`config.mk`:
```
export PLATFORM = sky130hd
export DESIGN_NAME = irq_sequencer
export DESIGN_NICKNAME = d
export VERILOG_FILES = /design/src/rtl/irq_seq_pkg.sv /design/src/rtl/irq_pick.sv /design/src/rtl/irq_gate.sv /design/src/rtl/irq_stepper.sv /design/src/rtl/irq_sequencer.sv
export SDC_FILE = /design/constraint.sdc
export NUM_CORES = 1
export LEC_CHECK = 0
export ABC_AREA = 0
export CORE_ASPECT_RATIO = 0.8
export CORE_MARGIN = 4
export CORE_UTILIZATION = 51
export CTS_CLUSTER_SIZE = 12
export DETAILED_ROUTE_END_ITERATION = 10
export HOLD_SLACK_MARGIN = 0.05
export PLACE_DENSITY = 0.86
export SLEW_MARGIN = 20
export SYNTH_ARGS = -nofsm -noshare
export SYNTH_HDL_FRONTEND = slang
export SYNTH_SLANG_ARGS = --single-unit
```
`constraint.sdc`:
```
create_clock -name clk -period 4.95 [get_ports clk]
set_input_delay 0.99 -clock clk [delete_from_list [all_inputs] [get_ports clk]]
set_output_delay 0.99 -clock clk [all_outputs]
set_load 0.03 [all_outputs]
```
`src/rtl/irq_seq_pkg.sv`:
```
package irq_seq_pkg;
  typedef enum logic [1:0] {SQ_IDLE, SQ_WAKE, SQ_PUSH, SQ_POP} seq_state_e;
  localparam int SEQ_LEN  = 5;
  localparam int WAKE_LEN = 5;
  localparam int STEP_W   = 3;
endpackage

```
`src/rtl/irq_pick.sv`:
```
module irq_pick #(
  parameter int N  = 8,
  parameter int IW = $clog2(N)
) (
  input  logic [N-1:0]  req,
  output logic          any,
  output logic [IW-1:0] idx,
  output logic [N-1:0]  onehot
);
  logic [N:0] seen;
  assign seen[0] = 1'b0;

  for (genvar gi = 0; gi < N; gi++) begin : g_chain
    assign seen[gi+1]  = seen[gi] | req[gi];
    assign onehot[gi]  = req[gi] & ~seen[gi];
  end

  assign any = seen[N];

  always_comb begin
    idx = '0;
    for (int i = 0; i < N; i++)
      if (onehot[i]) idx = idx | IW'(i);
  end
endmodule

```
`src/rtl/irq_gate.sv`:
```
module irq_gate (
  input  logic clk,
  input  logic rst_n,
  input  logic boundary,
  input  logic sei_s,
  input  logic cli_s,
  input  logic reti_s,
  input  logic sleep_s,
  input  logic wake,
  input  logic any_pend,
  input  logic idle,
  input  logic ret_done,
  output logic gie,
  output logic sleeping,
  output logic accept,
  output logic accept_asleep,
  output logic start_ret
);
  logic shadow;
  logic q_evt, q_sei, q_cli, q_sleep, acc_awake;

  assign q_evt   = idle & ~sleeping & boundary;
  assign q_sei   = q_evt & sei_s;
  assign q_cli   = q_evt & cli_s;
  assign q_sleep = q_evt & sleep_s;
  assign start_ret = q_evt & reti_s;

  assign acc_awake     = q_evt & gie & ~shadow & ~sei_s & ~cli_s & ~reti_s & any_pend;
  assign accept_asleep = idle & sleeping & wake & gie & any_pend;
  assign accept        = acc_awake | accept_asleep;

  always_ff @(posedge clk or negedge rst_n) begin
    if (!rst_n) begin
      gie      <= 1'b0;
      shadow   <= 1'b0;
      sleeping <= 1'b0;
    end else begin
      if (accept)        gie <= 1'b0;
      else if (ret_done) gie <= 1'b1;
      else if (q_cli)    gie <= 1'b0;
      else if (q_sei)    gie <= 1'b1;

      if (ret_done)      shadow <= 1'b1;
      else if (q_sei)    shadow <= 1'b1;
      else if (q_evt)    shadow <= 1'b0;

      if (accept_asleep) sleeping <= 1'b0;
      else if (q_sleep && !acc_awake && !start_ret) sleeping <= 1'b1;
    end
  end

  // the boundary after an enable strobe never accepts
  p_sei_defers_r7: assert property (@(posedge clk) disable iff (!rst_n)
    q_sei |=> !acc_awake);
  // once disabled, the next cycle cannot accept
  p_cli_blocks_r8: assert property (@(posedge clk) disable iff (!rst_n)
    q_cli |=> !accept);
  // acceptance turns the enable off
  p_ack_clears_gie_r4: assert property (@(posedge clk) disable iff (!rst_n)
    accept |=> !gie);
  // a wake acceptance leaves sleep
  p_wake_exit_r5: assert property (@(posedge clk) disable iff (!rst_n)
    accept_asleep |=> !sleeping);
endmodule

```
`src/rtl/irq_stepper.sv`:
```
module irq_stepper
  import irq_seq_pkg::*;
#(
  parameter int               PC_W     = 22,
  parameter int               SP_W     = 16,
  parameter logic [SP_W-1:0]  SP_RESET = 16'h21FF
) (
  input  logic            clk,
  input  logic            rst_n,
  input  logic            accept,
  input  logic            accept_asleep,
  input  logic            start_ret,
  input  logic [PC_W-1:0] pc_cur,
  input  logic [PC_W-1:0] vector,
  input  logic [7:0]      stk_rdata,
  output logic            idle,
  output logic            ret_done,
  output logic [SP_W-1:0] sp,
  output logic            stk_we,
  output logic            stk_re,
  output logic [SP_W-1:0] stk_addr,
  output logic [7:0]      stk_wdata,
  output logic            pc_load,
  output logic [PC_W-1:0] pc_load_val
);
  localparam int PC_BYTES = (PC_W + 7) / 8;
  localparam int PX       = 8 * PC_BYTES;
  localparam logic [STEP_W-1:0] LAST_STEP = STEP_W'(SEQ_LEN - 1);
  localparam logic [STEP_W-1:0] WAKE_LAST = STEP_W'(WAKE_LEN - 1);
  localparam logic [STEP_W-1:0] NBYTES    = STEP_W'(PC_BYTES);

  seq_state_e        state;
  logic [STEP_W-1:0] step;
  logic [PX-1:0]     pc_hold;
  logic [PX-1:0]     ret_buf;
  logic [PC_W-1:0]   vec_hold;

  assign idle     = (state == SQ_IDLE);
  assign stk_we   = (state == SQ_PUSH) && (step < NBYTES);
  assign stk_re   = (state == SQ_POP)  && (step < NBYTES);
  assign stk_addr = (state == SQ_POP) ? sp + SP_W'(1) : sp;
  assign pc_load  = ((state == SQ_PUSH) || (state == SQ_POP)) && (step == LAST_STEP);
  assign ret_done = (state == SQ_POP) && (step == LAST_STEP);
  assign pc_load_val = (state == SQ_POP) ? ret_buf[PC_W-1:0] : vec_hold;

  always_comb begin
    stk_wdata = '0;
    for (int b = 0; b < PC_BYTES; b++)
      if (step == STEP_W'(b)) stk_wdata = pc_hold[8*b +: 8];
  end

  always_ff @(posedge clk or negedge rst_n) begin
    if (!rst_n) begin
      state    <= SQ_IDLE;
      step     <= '0;
      sp       <= SP_RESET;
      pc_hold  <= '0;
      ret_buf  <= '0;
      vec_hold <= '0;
    end else begin
      unique case (state)
        SQ_IDLE: begin
          step <= '0;
          if (accept) begin
            pc_hold  <= PX'(pc_cur);
            vec_hold <= vector;
            state    <= accept_asleep ? SQ_WAKE : SQ_PUSH;
          end else if (start_ret) begin
            state <= SQ_POP;
          end
        end
        SQ_WAKE: begin
          if (step == WAKE_LAST) begin
            step  <= '0;
            state <= SQ_PUSH;
          end else step <= step + STEP_W'(1);
        end
        SQ_PUSH: begin
          if (stk_we) sp <= sp - SP_W'(1);
          if (step == LAST_STEP) begin
            step  <= '0;
            state <= SQ_IDLE;
          end else step <= step + STEP_W'(1);
        end
        SQ_POP: begin
          if (stk_re) sp <= sp + SP_W'(1);
          for (int b = 0; b < PC_BYTES; b++)
            if (step == STEP_W'(PC_BYTES - b)) ret_buf[8*b +: 8] <= stk_rdata;
          if (step == LAST_STEP) begin
            step  <= '0;
            state <= SQ_IDLE;
          end else step <= step + STEP_W'(1);
        end
        default: state <= SQ_IDLE;
      endcase
    end
  end

  // each save moves the pointer down by one
  p_push_dec_r3: assert property (@(posedge clk) disable iff (!rst_n)
    stk_we |=> sp == $past(sp) - SP_W'(1));
  // each restore moves the pointer up by one
  p_pop_inc_r6: assert property (@(posedge clk) disable iff (!rst_n)
    stk_re |=> sp == $past(sp) + SP_W'(1));
  // a load is a single-cycle pulse
  p_load_pulse_r4: assert property (@(posedge clk) disable iff (!rst_n)
    pc_load |=> !pc_load);
  // no stack traffic or load while idle
  p_idle_quiet_r9: assert property (@(posedge clk) disable iff (!rst_n)
    idle |-> !stk_we && !stk_re && !pc_load);
endmodule

```
`src/rtl/irq_sequencer.sv`:
```
module irq_sequencer #(
  parameter int               NUM_IRQ  = 8,
  parameter int               PC_W     = 22,
  parameter int               SP_W     = 16,
  parameter logic [SP_W-1:0]  SP_RESET = 16'h21FF
) (
  input  logic               clk,
  input  logic               rst_n,
  input  logic [NUM_IRQ-1:0] irq_req,
  input  logic               insn_boundary,
  input  logic               sei_strobe,
  input  logic               cli_strobe,
  input  logic               reti_strobe,
  input  logic               sleep_strobe,
  input  logic               wake,
  input  logic [PC_W-1:0]    pc_cur,
  output logic [NUM_IRQ-1:0] irq_ack,
  output logic               gie,
  output logic               sleeping,
  output logic               busy,
  output logic [SP_W-1:0]    sp,
  output logic               stk_we,
  output logic               stk_re,
  output logic [SP_W-1:0]    stk_addr,
  output logic [7:0]         stk_wdata,
  input  logic [7:0]         stk_rdata,
  output logic               pc_load,
  output logic [PC_W-1:0]    pc_load_val
);
  localparam int IW = $clog2(NUM_IRQ);

  logic               any_pend, accept, accept_asleep, start_ret, idle, ret_done;
  logic [IW-1:0]      pick_idx;
  logic [NUM_IRQ-1:0] pick_oh;
  logic [PC_W-1:0]    vector;

  irq_pick #(.N(NUM_IRQ), .IW(IW)) u_pick (
    .req(irq_req), .any(any_pend), .idx(pick_idx), .onehot(pick_oh)
  );

  assign vector = PC_W'({pick_idx, 1'b0});

  irq_gate u_gate (
    .clk(clk), .rst_n(rst_n), .boundary(insn_boundary),
    .sei_s(sei_strobe), .cli_s(cli_strobe), .reti_s(reti_strobe),
    .sleep_s(sleep_strobe), .wake(wake), .any_pend(any_pend),
    .idle(idle), .ret_done(ret_done), .gie(gie), .sleeping(sleeping),
    .accept(accept), .accept_asleep(accept_asleep), .start_ret(start_ret)
  );

  irq_stepper #(.PC_W(PC_W), .SP_W(SP_W), .SP_RESET(SP_RESET)) u_step (
    .clk(clk), .rst_n(rst_n), .accept(accept), .accept_asleep(accept_asleep),
    .start_ret(start_ret), .pc_cur(pc_cur), .vector(vector),
    .stk_rdata(stk_rdata), .idle(idle), .ret_done(ret_done), .sp(sp),
    .stk_we(stk_we), .stk_re(stk_re), .stk_addr(stk_addr),
    .stk_wdata(stk_wdata), .pc_load(pc_load), .pc_load_val(pc_load_val)
  );

  assign irq_ack = accept ? pick_oh : '0;
  assign busy    = ~idle;

  // at most one request acknowledged at a time
  p_ack_onehot_r2: assert property (@(posedge clk) disable iff (!rst_n)
    $onehot0(irq_ack));
  // a completed return re-enables interrupts
  p_ret_sets_gie_r6: assert property (@(posedge clk) disable iff (!rst_n)
    ret_done |=> gie);
  // after acknowledge the sequencer is busy
  p_ack_busy_r4: assert property (@(posedge clk) disable iff (!rst_n)
    (|irq_ack) |=> busy);
endmodule

```
==> impl_metrics.csv <==
group,metric,value,unit
final_layout,final_core_utilization,0.728,
grt,global_route_wire_length_before_repair,18.1,mm
job,count_of_max_cap_constraint_violations,0,
clock_network,clock_latency,0.35,ns
sta,period_share,0.861,
final_layout,post_route_cells_drive_above_1_share,0.179,
floorplanning,floorplan.rows,28,
logic_synthesis,synth-edff-count,0,
final_layout,insertedDiodeCount,0,
floorplanning,fp.coreArea,7570,um2
grt,via_count_of_the_first_global_routing_pass,3527,
sta,hold_viol_final,0,
route,detail_route.drc_violations,0,
hold_path,min_path_type,"flop to flop",
route,dr.pass1.iters,4,
sta,max_freq,0.235,GHz
clock_network,maximum_clock_insertion_buffer_count,2,
power,power_density,730,nW/um2
sta,tightestPinTransition,1.07,ns
logic_synthesis,ys_types,52,
placement,total_placed_instance_area,5270,um2
route,vias,3462,
final_layout,final_common_cell,"sky130_fd_sc_hd__clkdlybuf4s50_1",
logic_synthesis,synthesis.area,4070,um2
grt,overflow,0,
grt,grt_antenna_before_repair,0,
route,detail_route.wl_per_cell,18.3,um
final_layout,multiInputGateArea,2080,um2
placement,gpl.final_weighted_congestion,0.920,
clock_network,cts-resized-gates,0,
logic_synthesis,postSynthRegisterBits,71,
worst_setup_path,crit_path_end_kind,"output pin",
worst_setup_path,max_stage_delay,0.70,ns
worst_setup_path,timing_worst_setup_path_type,"primary input to output pin",
worst_setup_path,critical_path_arrival,3.27,ns
outcome,run_status,"completed",
sta,clock_skew_after_layout,0.00634,ns
worst_setup_path,critical_path_required,3.96,ns
floorplanning,die_height,87.9,um
clock_network,clock_pin_transition_on_the_worst_setup_and_hold_timing_paths,0.07,ns
floorplanning,initial_core_util,0.538,
worst_setup_path,worst_path_max_delay_cell,"sky130_fd_sc_hd__clkdlybuf4s50_1",
clock_network,post-cts-setup-buffers,0,
clock_network,cts_root_buf,"sky130_fd_sc_hd__clkbuf_8",
placement,dp_hpwl,8.06,mm
logic_synthesis,syn-num-nets,435,
sta,fin_ws,0.686,ns
clock_network,tritoncts,"built",
final_layout,layout.filler_cells,558,
worst_setup_path,critPathMaxFanout,6,
clock_network,cts_hold_repair.buffers,0,
floorplanning,pin_count,122,
sta,maxSlewHeadroom,0.283,
power,worst_ir_drop_vdd,463,uV
worst_setup_path,series_of_cell_instances_along_the_critical_path,"clkdlybuf4s50_1, or4_1, nor3_1, nand3b_1, nor3_1, clkdlybuf4s50_1",
route,viasPerCell,5.75,
final_layout,area_growth,35.3,%
placement,port_buffers,121,
logic_synthesis,synth-seq-area-share,0.440,
sta,setup_total_negative_slack,0,ns
final_layout,area_occupied_by_registers,1790,um2
route,drt-initial-drc-count,216,
worst_setup_path,worst_setup_path_start_kind,"primary input",
floorplanning,die_area,9480,um2
logic_synthesis,postSynth.asyncResetShare,1.00,
sta,report.final.slew_viol_count,0,
floorplanning,die_width,108,um
clock_network,numCtsBuffers,9,
final_layout,mostFrequentLayoutCells,"sky130_fd_sc_hd__clkdlybuf4s50_1 (120), sky130_fd_sc_hd__dfrtp_1 (61), sky130_fd_sc_hd__nor2_1 (34)",
sta,rsz0062_at_grt,"no",
placement,preCtsSetupSlack,0.703,ns
route,totalWireLength,11.0,mm
route,ant_nets,0,
logic_synthesis,ys.warnings.count,0,
logic_synthesis,yosys_most_used_dff,"sky130_fd_sc_hd__dfrtp_1",
logic_synthesis,synth.avg_cell_area,10.7,um2
sta,setup_violations,0,
sta,shortest_clock_period_the_worst_path_allows_after_layout,4.26,ns
logic_synthesis,syn-instance-count,381,
grt,gr-usage-all-layers,0.244,
clock_network,cts_sinks,71,
final_layout,design_area,5510,um2
grt,grt_max_degree,42,
final_layout,num-nets-final,546,
clock_network,htree_num_levels,3,
power,power_leakage,2.35,nW
-- sequential cells by signal (all words and copies together) (netlist names) --
signal,count
u_gate.gie,1
u_gate.shadow,1
u_gate.sleeping,1
u_step.pc_hold,22
u_step.ret_buf,22
u_step.sp,16
u_step.state,2
u_step.step,3
u_step.vec_hold,3
-- cells in the mapped netlist (all sizes together), types with 5 or more instances --
library cell	n	share of area
inv	10	0.0092
ha	8	0.025
a221oi	7	0.015
nor4	6	0.011
buf	14	0.030
nand2	31	0.029
dfrtp	61	0.38
nand3	6	0.0074
xor2	12	0.026
nand4	5	0.0077
o21ai	10	0.012
dfstp	10	0.065
clkbuf	11	0.010
and3	28	0.043
nor3	11	0.014
xnor2	16	0.034
a21oi	9	0.011
nor2	35	0.036
mux2	47	0.15
and2	5	0.0080
-- routing by layer --
layer	up-vias	share of wire	GRT usage
met2	149	0.48	0.395
met5	-	0	0
met3	16	0.079	0.0730
li1	1568	-	-
met1	1729	0.43	0.326
met4	0	0.011	0.0573
-- critical path: cells and delay by family --
| family | cells | cell delay [ns] |
|---|---|---|
| simple gates | 4 | 1.10 |
| buf+inv | 2 | 1.19 |
-- worst paths after layout --
check / startpoint / end / slack (ns) / cells after the start
setup / recovery: irq_req[0] / irq_ack[7] / 0.69 / 6
hold / removal: u_step.ret_buf[7]$_DFFE_PN0P_ / u_step.ret_buf[7]$_DFFE_PN0P_ / 0.51 / 1
setup reg to reg: u_step.state[1]$_DFFE_PN0P_ / u_step.sp[13]$_DFFE_PN1P_ / 2.40 / 6
hold reg to reg: u_step.ret_buf[7]$_DFFE_PN0P_ / u_step.ret_buf[7]$_DFFE_PN0P_ / 0.51 / 1
max in group asynchronous: rst_n / u_step.sp[3]$_DFFE_PN1P_ / 3.19 / 2
min in group asynchronous: rst_n / u_step.ret_buf[8]$_DFFE_PN0P_ / 0.77 / 1
-- through the flow --
stage / hold WS [ns] / std cells / power [mW]
floorplan: 0.472 / 381 / 2.64
global placement: 0.482 / 586 / 3.41
detailed placement: 0.485 / 586 / 3.48
CTS: 0.504 / 602 / 4.03
global route: 0.528 / 602 / 4.24
finish: 0.506 / 602 / 4.02
-- layout make-up --
class	count	area share
multi-input combinational	275	0.378
sequential	71	0.325
timing repair buffer	125	0.225
clock buffer	11	0.0275
tap	105	0.0239
clock inverter	5	0.0145
inverter	10	0.00682
-- kinds of logic (layout without fill, tap and decap cells) --
kind of cell,after synthesis,in the layout,share of synthesized area
AO/OA/AOI/OAI,42,42,0.0726
buffers and inverters,35,151,0.0489
multiplexers,48,48,0.154
XOR/XNOR,28,28,0.0603
adder cells (fa/ha/maj),8,8,0.0246
AND/OR/NAND/NOR,149,149,0.200
flip-flops,71,71,0.440
-- where the power goes --
part	total, mW	switching [mW]	internal (mW)
sequential	1.20	0.297	0.900
clock	0.528	0.218	0.310
combinational	2.29	1.28	1.01
Note: power is estimated with default switching activity, not from simulation.
